<file path="src/rtl/fan_tach_pkg.sv">
package fan_tach_pkg;

   // Prescale settings; the divisor is two to the power of the code.
   typedef enum logic [1:0] {
      DIV_BY1 = 2'd0,
      DIV_BY2 = 2'd1,
      DIV_BY4 = 2'd2,
      DIV_BY8 = 2'd3
   } tach_div_e;

   localparam int unsigned TACH_SYNC_DEPTH = 2;

endpackage

</file>
<file path="src/rtl/tach_sync.sv">
module tach_sync #(
   parameter int unsigned STAGES = 2
) (
   input  logic clk,
   input  logic rst_n,
   input  logic tach_in,
   output logic rise
);

   // sh[STAGES-1] is the synchronized level, sh[STAGES] its one-cycle history
   logic [STAGES:0] sh;

   always_ff @(posedge clk) begin
      if (!rst_n) begin
         sh <= '0;
      end else begin
         sh <= {sh[STAGES-1:0], tach_in};
      end
   end

   assign rise = sh[STAGES-1] & ~sh[STAGES];

endmodule

</file>
<file path="src/rtl/tach_prescaler.sv">
module tach_prescaler #(
   parameter int unsigned SEL_W = 2
) (
   input  logic             clk,
   input  logic             rst_n,
   input  logic             ref_en,
   input  logic             restart,
   input  logic [SEL_W-1:0] sel,
   output logic             tick
);

   // Largest divisor is 2**(2**SEL_W - 1)
   localparam int unsigned PRE_W = (1 << SEL_W) - 1;

   logic [PRE_W-1:0] pre;
   logic [PRE_W-1:0] mask;

   assign mask = ~({PRE_W{1'b1}} << sel);
   assign tick = ref_en && ((pre & mask) == mask);

   always_ff @(posedge clk) begin
      if (!rst_n) begin
         pre <= '0;
      end else if (restart) begin
         pre <= '0;
      end else if (ref_en) begin
         pre <= pre + 1'b1;
      end
   end

endmodule

</file>
<file path="src/rtl/tach_period_counter.sv">
module tach_period_counter #(
   parameter int unsigned CNT_W = 8
) (
   input  logic             clk,
   input  logic             rst_n,
   input  logic             start,
   input  logic             rise,
   input  logic             tick,
   output logic [CNT_W-1:0] count_q,
   output logic             done
);

   localparam logic [CNT_W-1:0] FULL      = '1;
   localparam logic [CNT_W-1:0] NEAR_FULL = {{(CNT_W-1){1'b1}}, 1'b0};

   logic [CNT_W-1:0] run_cnt;
   logic             armed;

   always_ff @(posedge clk) begin
      if (!rst_n) begin
         run_cnt <= '0;
         armed   <= 1'b0;
         count_q <= '0;
         done    <= 1'b0;
      end else begin
         done <= 1'b0;
         if (start) begin
            run_cnt <= '0;
            armed   <= 1'b0;
         end else if (rise) begin
            if (armed) begin
               count_q <= run_cnt;
               done    <= 1'b1;
            end
            run_cnt <= '0;
            armed   <= 1'b1;
         end else if (tick && (run_cnt != FULL)) begin
            run_cnt <= run_cnt + 1'b1;
            if (run_cnt == NEAR_FULL) begin
               count_q <= FULL;
               done    <= 1'b1;
            end
         end
      end
   end

endmodule

</file>
<file path="src/rtl/fan_tach_counter.sv">
module fan_tach_counter #(
   parameter int unsigned CNT_W       = 8,
   parameter int unsigned SEL_W       = 2,
   parameter int unsigned SYNC_STAGES = fan_tach_pkg::TACH_SYNC_DEPTH,
   parameter bit          FIXED_DIV   = 1'b0,
   parameter int unsigned FIXED_SEL   = 1
) (
   input  logic             clk,
   input  logic             rst_n,
   input  logic             ref_en,
   input  logic             tach_in,
   input  logic             start,
   input  logic [SEL_W-1:0] div_sel,
   input  logic [CNT_W-1:0] limit,
   output logic [CNT_W-1:0] count_q,
   output logic             done,
   output logic             over_limit
);

   // Elaboration-time parameter checks
   if (CNT_W < 2) begin : g_bad_cnt_w
      $error("fan_tach_counter: CNT_W must be at least 2");
   end
   if (SEL_W < 1 || SEL_W > 3) begin : g_bad_sel_w
      $error("fan_tach_counter: SEL_W must be 1 to 3");
   end
   if (SYNC_STAGES < 2) begin : g_bad_sync
      $error("fan_tach_counter: SYNC_STAGES must be at least 2");
   end
   if (FIXED_SEL >= (1 << SEL_W)) begin : g_bad_fixed
      $error("fan_tach_counter: FIXED_SEL out of range");
   end

   logic [SEL_W-1:0] eff_sel;
   logic             rise;
   logic             tick;

   if (FIXED_DIV) begin : g_fixed_div
      assign eff_sel = SEL_W'(FIXED_SEL);
   end else begin : g_prog_div
      assign eff_sel = div_sel;
   end

   tach_sync #(
      .STAGES (SYNC_STAGES)
   ) u_sync (
      .clk     (clk),
      .rst_n   (rst_n),
      .tach_in (tach_in),
      .rise    (rise)
   );

   tach_prescaler #(
      .SEL_W (SEL_W)
   ) u_pre (
      .clk     (clk),
      .rst_n   (rst_n),
      .ref_en  (ref_en),
      .restart (start | rise),
      .sel     (eff_sel),
      .tick    (tick)
   );

   tach_period_counter #(
      .CNT_W (CNT_W)
   ) u_cnt (
      .clk     (clk),
      .rst_n   (rst_n),
      .start   (start),
      .rise    (rise),
      .tick    (tick),
      .count_q (count_q),
      .done    (done)
   );

   assign over_limit = (count_q > limit);

endmodule

</file>
<file path="config.mk">
export PLATFORM = sky130hd
export DESIGN_NAME = fan_tach_counter
export DESIGN_NICKNAME = d
export VERILOG_FILES = /design/src/rtl/fan_tach_pkg.sv /design/src/rtl/tach_sync.sv /design/src/rtl/tach_prescaler.sv /design/src/rtl/tach_period_counter.sv /design/src/rtl/fan_tach_counter.sv
export SDC_FILE = /design/constraint.sdc
export NUM_CORES = 1
export LEC_CHECK = 0
export BUFFER_PORTS_ARGS = -buffer_cell sky130_fd_sc_hd__buf_2
export CORE_ASPECT_RATIO = 0.9
export CORE_MARGIN = 8
export CORE_UTILIZATION = 40
export DETAILED_ROUTE_END_ITERATION = 16
export PLACE_DENSITY_LB_ADDON = 0.25
export SYNTH_ARGS = -nofsm -noshare
export SYNTH_HDL_FRONTEND = slang
export SYNTH_SLANG_ARGS = --single-unit
export TNS_END_PERCENT = 50
</file>
<file path="constraint.sdc">
create_clock -name clk -period 1.8 [get_ports clk]
set_input_delay 0.18 -clock clk [delete_from_list [all_inputs] [get_ports clk]]
set_output_delay 0.18 -clock clk [all_outputs]
set_load 0.02 [all_outputs]
</file>
==> results of run 1 <==
==> worst max path at each step <==
stage / endpoint / slack (ps) / depth (start not counted)
finish: over_limit / 40 / 6
global route: over_limit / -70 / 7
global placement: u_cnt.run_cnt[6]$_SDFFE_PP0P_ / 210 / 5
CTS: over_limit / 20 / 6
floorplan: over_limit / 240 / 6
detailed placement: u_cnt.run_cnt[6]$_SDFFE_PP0P_ / 160 / 5
==> final cells by class <==
cell class                      count  share of cell area [%]
Multi-Input combinational cell    100                    46.5
Sequential cell                    24                    31.9
Timing Repair Buffer               28                    10.0
Inverter                           19                    4.70
Tap cell                           42                    3.46
Clock inverter                      1                    1.98
Clock buffer                        3                    1.48
==> flip-flops by register name, indices dropped and copies added, names as in the netlist <==
register       flops
u_sync.sh          3
u_cnt.armed        1
u_cnt.count_q      8
u_cnt.done         1
u_cnt.run_cnt      8
u_pre.pre          3
==> logic make-up after synthesis <==
group                      count (synthesis)  synth area share (%)
buffers and inverters                     21                  6.46
DFF                                       24                  39.4
muxes                                      2                  1.64
AOI/OAI and AO/OA                         34                  16.8
adders and majority gates                 11                  11.3
xor gates and xnor gates                   4                  2.87
and+or+nand+nor                           49                  21.5
==> report_power, final <==
group          switching (mW)  leakage (nW)  internal (mW)  total [mW]
clock                   0.159        0.0279          0.225       0.384
sequential            0.00887         0.196          0.543       0.552
combinational          0.0666         0.438         0.0561       0.123
==> routing by layer <==
layer / vias up / part of all wire, % / wire length, um / global-route usage, %
li1: 564 / - / - / -
met1: 500 / 46 / 1200 / 12.6
met2: 27 / 45 / 1190 / 19.5
met3: 2 / 8.9 / 234 / 3.07
met4: 0 / 0.61 / 16 / 2.93
met5: - / 0 / 0 / 0
==> synthesized netlist by cell type <==
library cell  number  area, sq um
and4_1             1         8.76
nor4_1             2         12.5
o22ai_2            1         12.5
nand2b_1           5         31.3
a31oi_1            1         6.26
inv_1             19         71.3
and2_1             3         18.8
nor4b_1            1         8.76
and3_1             3         18.8
nor3_1             1         5.00
nand4_1            3         18.8
o41ai_1            1         8.76
dfxtp_1           24          480
or3_1              1         6.26
xnor2_1            3         26.3
xor2_1             1         8.76
nand2_2            1         6.26
a21boi_1           1         7.51
a211oi_1           2         15.0
o21ai_0           11         55.1
a311o_1            1         10.0
ha_1              11          138
o31ai_1            2         15.0
a21oi_1           13         65.1
or2_1              1         6.26
nor2b_1            2         12.5
a21bo_1            1         10.0
clkbuf_1           2         7.51
nand3_1            3         15.0
nand3b_1           1         7.51
mux2i_1            2         20.0
nand2_1            7         26.3
nor2_1            12         45.0
or4_1              2         15.0
==> stage by stage <==
step / TNS [ps] / power, mW
after global placement: 0 / 0.666
final: 0 / 1.06
after CTS: 0 / 1.06
after global routing: -66.7 / 1.12
after detailed placement: 0 / 0.671
after floorplan: 0 / 0.631
==> worst reg2reg max path, stage by stage, from the launching register on <==
cell	delay, ps
dfxtp_1	430
a21bo_1	140
nand2_2	80
or2_1	280
or4_1	520
a21oi_1	160
==> repair_timing <==
action / in CTS / in global routing
resized for setup: 11 / 1
buffers inserted: 3 / 0
endpoints found under the setup margin: 1 / 1
pin swaps: 2 / 0
==> results.cfg, run 1 <==
[run_status]
status = finished, final reports clean

[setup_path]
reg2reg_to = u_cnt.run_cnt[6]$_SDFFE_PP0P_
cpPeakStageDelay_ps = 340
start_kind = flip-flop
reg2regPathDepth = 5
cp.arrival_ps = 1580
cp_cell_sequence = ha_1 -> a21oi_2 -> o21ai_2 -> a211oi_2 -> nor2_1 -> buf_4
reg2reg_setup_slack_ps = 130
crit_path_max_fanout = 2
crit_slowest_cell = dfxtp_2
r2r_start = u_pre.pre[0]$_SDFFE_PP0P_
cp_top_family = compound AO/OA/AOI/OAI gates
endpoint_kind = output port
crit_buf_inv = 1
path_class = reg -> out
critPathLaunch = u_cnt.count_q[5]$_SDFFE_PN0P_
crit_required_ps = 1620

[detailed_routing]
routed_wl_um = 2640
wire_per_inst_um = 12.2
drt-vias-per-instance = 5.04
vias = 1093
detail-route-antenna-nets = 0
drt_iter0_markers = 34
firstDrtPassIters = 4
drcViolationCount = 0

[timing]
relSlewSlack_pct = 71.4
hold_violations = 0
max_freq_mhz = 567
maxSlewViolCount = 0
clock-skew-final_ps = 12.3
period_needed_ps = 1760
setup_viol = 0
fin_crit_sh_pct = 98.0
tightest_slew_ps = 430
rsz0062_at_grt = true
whs_ps = 66.2
setup_slack_ps = 35.3

[logic_synthesis]
yosys_warnings = 0
synth_seq_area_share_pct = 39.4
synth_area_sq_um = 1220
synth_area_per_cell_sq_um = 8.41
ys_ff_latch = 24
synthesis.nets = 171
synthCells = 145
yosysUniqueCellTypes = 34

[global_routing]
grt_pass1_wl_um = 4440
grt_max_degree = 15
gr-total-overflow = 0
grtUsageTotal_pct = 11.0
first_global_vias = 1038
antenna_found_initial = 0

[clock_tree]
clkSinkCount = 24
cts_buffer_depth = 2
clock_latency_ps = 310
cts_root_buf = clkbuf_4
h-tree-depth = 1
cts_tree = done
clk_transition_reported_paths_ps = 140
cts_buffers = 3
hold_buffers = 0

[cells_and_area]
layout_common_cells = buf_2, dfxtp_1, inv_1
final_layout_size_suffix_gt1_share_pct = 24.6
fin_area_sq_um = 1520
final_cells = 217
final_common_cell = buf_2
fin_util_pct = 51.1
multi_input_area_sq_um = 706
area_delta_synth_final_pct = 24.5
nets = 202
seqCellArea_sq_um = 484
n_fill_cell = 299
diodes = 0

[placed_design]
dp_hpwl_um = 2040
routabilityCongestion = 0.766
port_buffers = 24
pre_cts_ws_ps = 159
place_inst = 210
dpl_cell_area_sq_um = 1390

[floorplanning]
pin_count = 25
die_h_um = 68.4
initial_core_util_pct = 41.1
die_x_um = 74.2
core-area_sq_um = 2970
die_area_sq_um = 5080
fp-row-count = 19

[power_and_ir_drop]
vdd_drop_max_uv = 488
p_per_area_nw_per_um2 = 697
leakage_nw = 0.662

[job]
maxCapViolations = 0

[hold_path]
min_path_cells = 2
min_from = tach_in
hold_class = in -> reg
hold_end = u_sync.sh[0]$_SDFF_PN0_
Note: power is estimated with default switching activity, not from simulation.
==> run 2, diff against run 1 <==
- ABC_AREA: default -> 1
- CORE_ASPECT_RATIO: 0.9 -> 1.75
==> run 2 against run 1 <==
Combinational power decreased by 33%. Fmax increased by 5.8%. Clock-buffer cell count unchanged. Wire length increased by 3.5%. Synthesized cell count increased by 48%. Synthesized area increased by 17%. Cell area increased by 8.2%. Cell count increased by 32%. Critical path depth unchanged. Setup slack improved by 97 ps. Critical path type unchanged. Largest cell class unchanged.
==> results.cfg, run 2 <==
[placed_design]
dp_hpwl_um = 2260
routabilityCongestion = 0.802
port_buffers = 24

[global_routing]
gr-total-overflow = 0
grt_pass1_wl_um = 4530
first_global_vias = 1131
antenna_found_initial = 0
grtUsageTotal_pct = 10.1
grt_max_degree = 18

[setup_path]
r2r_start = u_cnt.run_cnt[0]$_SDFFE_PP0P_
path_class = reg -> out
reg2reg_setup_slack_ps = 400
crit_path_max_fanout = 3
endpoint_kind = output port
cp.arrival_ps = 1490
crit_required_ps = 1620
start_kind = flip-flop
reg2reg_to = u_cnt.run_cnt[1]$_SDFFE_PP0P_
reg2regPathDepth = 7

[cells_and_area]
diodes = 0
reg.largest.list = u_cnt.count_q x8, u_cnt.run_cnt x8
layout_common_cells = inv_1, nand2_1, dfxtp_1
area_delta_synth_final_pct = 14.9
fin_util_pct = 46.7
nets = 268
final_layout_size_suffix_gt1_share_pct = 16.3

[clock_tree]
h-tree-depth = 1
cts_buffers = 3
cts_buffer_depth = 2
clk_transition_reported_paths_ps = 80
cts_tree = done
clock_latency_ps = 270
clkSinkCount = 24
cts_root_buf = clkbuf_8

[timing]
setup_viol = 0
tightest_slew_ps = 345
max_freq_mhz = 600
clock-skew-final_ps = 3.75
maxSlewViolCount = 0
period_needed_ps = 1670
rsz0062_at_grt = false
hold_violations = 0
tns_ps = 0
relSlewSlack_pct = 77.0
fin_crit_sh_pct = 92.6

[logic_synthesis]
synth_seq_area_share_pct = 33.6
yosys_warnings = 0
synthCells = 215
synth_area_per_cell_sq_um = 6.65
synth_area_leaders = dfxtp_1, inv_1, nand2_1, ha_1, a21oi_1
synth_area_sq_um = 1430
synth_edf_count = 0
ys_async_sr_fraction_pct = 0
yosysTopAreaCellShare_pct = 33.6
synth_flop_cell = dfxtp_1
yosysUniqueCellTypes = 24
netlist_top_cells_count = inv_1, nand2_1, dfxtp_1
synth_top_cell_by_area = dfxtp_1
ys_ff_latch = 24
synthesis.nets = 241

[detailed_routing]
detail-route-antenna-nets = 0
top_layer = met4
drcViolationCount = 0
routed_wl_um = 2740
met2_wirelength_um = 1460
drt_iter0_markers = 32
wire_per_inst_um = 9.56
vias = 1245
wl_met3_um = 130
wl_met1_um = 1090
drt-vias-per-instance = 4.35
firstDrtPassIters = 4

[floorplanning]
fp-row-count = 29
die_h_um = 95.1
die_x_um = 61.2
initial_core_util_pct = 40.6
die_area_sq_um = 5820
pin_count = 25
core-area_sq_um = 3520

[power_and_ir_drop]
p_sw_mw = 0.220
power_frac_seq_pct = 57.6
p_per_area_nw_per_um2 = 572
leakage_nw = 0.932
comb_power_share_pct = 8.8
power.internal_mw = 0.719
clkPwrFrac_pct = 33.5
netSwitchingFraction_pct = 23.4
vdd_drop_max_uv = 325

[hold_path]
min_from = tach_in
hold_end = u_sync.sh[0]$_SDFF_PN0_
hold_class = in -> reg
min_path_cells = 3

[job]
maxCapViolations = 0

[run_status]
status = finished, final reports clean
-- run 2: power groups by stage --
stage | Sequential (mW) | Combinational [mW] | Clock (mW)
floorplan | 0.554 | 0.0548 | 0
global placement | 0.554 | 0.0845 | 0
detailed placement | 0.554 | 0.0845 | 0
CTS | 0.541 | 0.0849 | 0.334
global route | 0.542 | 0.0986 | 0.348
finish | 0.541 | 0.0830 | 0.315
-- run 2: area by class of cell --
type	count	area, sq um
multi-input combinational	132	727
tap	46	57.6
clock buffer	3	41.3
fill	393	1880
timing repair buffer	24	123
sequential	24	480
inverter	57	214
-- run 2: cells by family after synthesis --
group | after synthesis | synth area share [%]
AO/OA/AOI/OAI | 26 | 10.2
XOR/XNOR | 4 | 2.45
adder cells (fa/ha/maj) | 11 | 9.62
buffers and inverters | 59 | 15.6
flip-flops | 24 | 33.6
AND/OR/NAND/NOR | 91 | 28.5
-- run 2: worst max-delay path, stage by stage (launching register included) --
cell and delay (ps):
dfxtp_1 330, ha_1 290, nand2_1 80, o21ai_1 170, nand2_1 70, a31oi_1 130, buf_4 160
-- run 2: worst max path at each step --
stage	start	endpoint	slack, ps
floorplan	u_cnt.count_q[0]$_SDFFE_PN0P_	over_limit	310
global placement	u_cnt.count_q[3]$_SDFFE_PN0P_	over_limit	380
detailed placement	u_cnt.count_q[3]$_SDFFE_PN0P_	over_limit	360
CTS	u_cnt.count_q[3]$_SDFFE_PN0P_	over_limit	60
global route	u_cnt.count_q[3]$_SDFFE_PN0P_	over_limit	9
finish	u_cnt.count_q[3]$_SDFFE_PN0P_	over_limit	130
-- run 2: what timing repair did --
action | CTS | global route
buffers inserted | 0 | 0
setup endpoints to repair | 0 | 1
hold buffers | 0 | 0
resized for setup | 0 | 2
-- run 2: per-stage QoR --
step	cell area, sq um	setup slack, ps	total power [mW]	hold slack, ps	cells
6_report	1640	133	0.939	94.1	286
2_1_floorplan	1430	309	0.608	278	215
3_5_place_dp	1600	358	0.638	368	283
5_1_grt	1640	8.57	0.989	138	286
4_1_cts	1640	56.2	0.960	85.5	286
3_3_place_gp	1600	376	0.638	363	283
-- run 2: routing by layer --
layer / vias up / GRT usage (%)
met5: - / 0
met2: 23 / 19.4
met3: 5 / 1.62
li1: 693 / -
met4: 0 / 4.70
met1: 524 / 9.57
==> run 3, diff against run 2 <==
- ABC_AREA: 1 -> default
==> run 3 against run 2 <==
Total power rose by 9.9%. Combinational power grew 41%. Core utilization is 4.5 points higher. Register-to-register slack got worse by 230 ps. Cell count shrank 29%. Clock-buffer cell count rose by 1. Largest cell class unchanged.
==> results.cfg, run 3 (synthesis results as in run 1) <==
[run_status]
status = finished, final reports clean

[global_routing]
grt_pass1_wl_um = 4730
grt_max_degree = 14
first_global_vias = 1168
antenna_found_initial = 0
gr-total-overflow = 0
grtUsageTotal_pct = 11.5

[setup_path]
r2r_start = u_pre.pre[0]$_SDFFE_PP0P_
crit_path_max_fanout = 3
cp_top_family = compound AO/OA/AOI/OAI gates
reg2reg_to = u_cnt.run_cnt[4]$_SDFFE_PP0P_
reg2regPathDepth = 5
cp.arrival_ps = 1540
crit_slowest_cell = dfxtp_1
crit_required_ps = 1620
reg2reg_setup_slack_ps = 170
endpoint_kind = output port
cp_cell_sequence = ha_1 -> a21oi_2 -> o21ai_2 -> a211oi_2 -> nor2_1 -> buf_4
cpPeakStageDelay_ps = 330
start_kind = flip-flop
crit_buf_inv = 1
path_class = reg -> out

[clock_tree]
cts_root_buf = clkbuf_8
cts_tree = done
cts_buffer_depth = 2
h-tree-depth = 1
clk_transition_reported_paths_ps = 90
cts_buffers = 3
clkSinkCount = 24
clock_latency_ps = 270
hold_buffers = 0

[floorplanning]
die_area_sq_um = 5140
die_x_um = 57.7
die_h_um = 89.1
fp-row-count = 26
core-area_sq_um = 2930
initial_core_util_pct = 41.7
pin_count = 25

[cells_and_area]
reg.largest.list = u_cnt.count_q x8, u_cnt.run_cnt x8
diodes = 0
area_delta_synth_final_pct = 22.8
nets = 202
n_fill_cell = 292
fin_util_pct = 51.2
final_layout_size_suffix_gt1_share_pct = 23.4
layout_common_cells = buf_2, dfxtp_1, inv_1

[timing]
hold_violations = 0
maxSlewViolCount = 0
setup_viol = 0
tns_ps = 0
tightest_slew_ps = 432
clock-skew-final_ps = 7.25
relSlewSlack_pct = 71.2
fin_crit_sh_pct = 95.8
rsz0062_at_grt = false
max_freq_mhz = 580
period_needed_ps = 1720

[power_and_ir_drop]
p_per_area_nw_per_um2 = 689
vdd_drop_max_uv = 537
comb_power_share_pct = 11.4
netSwitchingFraction_pct = 23.4
power_frac_seq_pct = 53.4
p_sw_mw = 0.242
clkPwrFrac_pct = 35.2
power.internal_mw = 0.791
leakage_nw = 0.658
power.total_mw = 1.03

[hold_path]
min_from = tach_in
hold_end = u_sync.sh[0]$_SDFF_PN0_
min_path_cells = 2
hold_class = in -> reg

[detailed_routing]
drt_iter0_markers = 45
routed_wl_um = 2740
wire_per_inst_um = 13.5
drt-vias-per-instance = 5.57
firstDrtPassIters = 4
drcViolationCount = 0
detail-route-antenna-nets = 0
vias = 1130

[placed_design]
routabilityCongestion = 1.00
port_buffers = 24
dp_hpwl_um = 2180

[job]
maxCapViolations = 0
-- run 3: cell count changes in the layout (fill, tap and decap cells not counted), moves of 3 or more --
| cell | delta |
|---|---|
| and2_1 | +3 |
| and3_1 | +3 |
| buf_4 | +4 |
| inv_1 | -37 |
| nand2_1 | -49 |
| nand2b_1 | +5 |
| nand3_1 | -7 |
-- run 3: power by group through the flow --
stage | registers (mW) | clock network, mW | logic [mW]
floorplan | 0.570 | 0 | 0.0614
global placement | 0.562 | 0 | 0.103
detailed placement | 0.563 | 0 | 0.107
CTS | 0.551 | 0.378 | 0.113
global route | 0.553 | 0.389 | 0.134
finish | 0.551 | 0.364 | 0.117
-- run 3: worst max-delay path by stage --
| stage | startpoint | end | slack, ps | cells after the start |
|---|---|---|---|---|
| floorplan | u_cnt.count_q[1]$_SDFFE_PN0P_ | over_limit | 240 | 6 |
| global placement | u_pre.pre[0]$_SDFFE_PP0P_ | u_cnt.run_cnt[6]$_SDFFE_PP0P_ | 200 | 5 |
| detailed placement | u_pre.pre[0]$_SDFFE_PP0P_ | u_cnt.run_cnt[6]$_SDFFE_PP0P_ | 180 | 5 |
| CTS | u_cnt.count_q[7]$_SDFFE_PN0P_ | over_limit | 3 | 6 |
| global route | u_cnt.count_q[5]$_SDFFE_PN0P_ | over_limit | 2 | 6 |
| finish | u_cnt.count_q[5]$_SDFFE_PN0P_ | over_limit | 80 | 6 |
-- run 3: through the flow --
step           cell area, sq um  hold WS (ps)  std cells  setup slack [ps]
2_1_floorplan              1220           307        145               236
3_3_place_gp               1390           388        198               202
3_5_place_dp               1390           394        198               177
4_1_cts                    1470           119        203              2.74
5_1_grt                    1500           135        203              2.22
6_report                   1500           121        203              75.8
-- run 3: timing repair --
item	4_1_cts	5_1_grt
setup buffers	1	0
endpoints found under the hold margin	0	0
endpoints found under the setup margin	1	1
pin swaps	2	0
resized for setup	6	4
-- run 3: routing by layer --
| metal | part of all wire (%) | vias up | GRT usage (%) | routed length (um) |
|---|---|---|---|---|
| met4 | 2.8 | 0 | 6.05 | 78 |
| met5 | 0 | - | 0 | 0 |
| li1 | - | 566 | - | - |
| met1 | 37 | 516 | 10.3 | 1010 |
| met3 | 7.7 | 9 | 3.31 | 212 |
| met2 | 53 | 39 | 22.4 | 1440 |
-- run 3: area by class of cell --
cell class              count  area, sq um  area share, %
multi-input cells         100          702           46.9
flip-flops and latches     24          482           32.2
repair buffers             28          153           10.2
inverters                  19         71.3           4.76
clock buffers               4         55.1           3.68
well taps                  28         35.0           2.34
-- run 3: worst reg2reg max path, cell delays in order, from the launching register on --
cell	delay (ps)
dfxtp_1	410
a21bo_1	150
nand2_2	80
or2_1	280
or4_1	490
a21oi_1	160
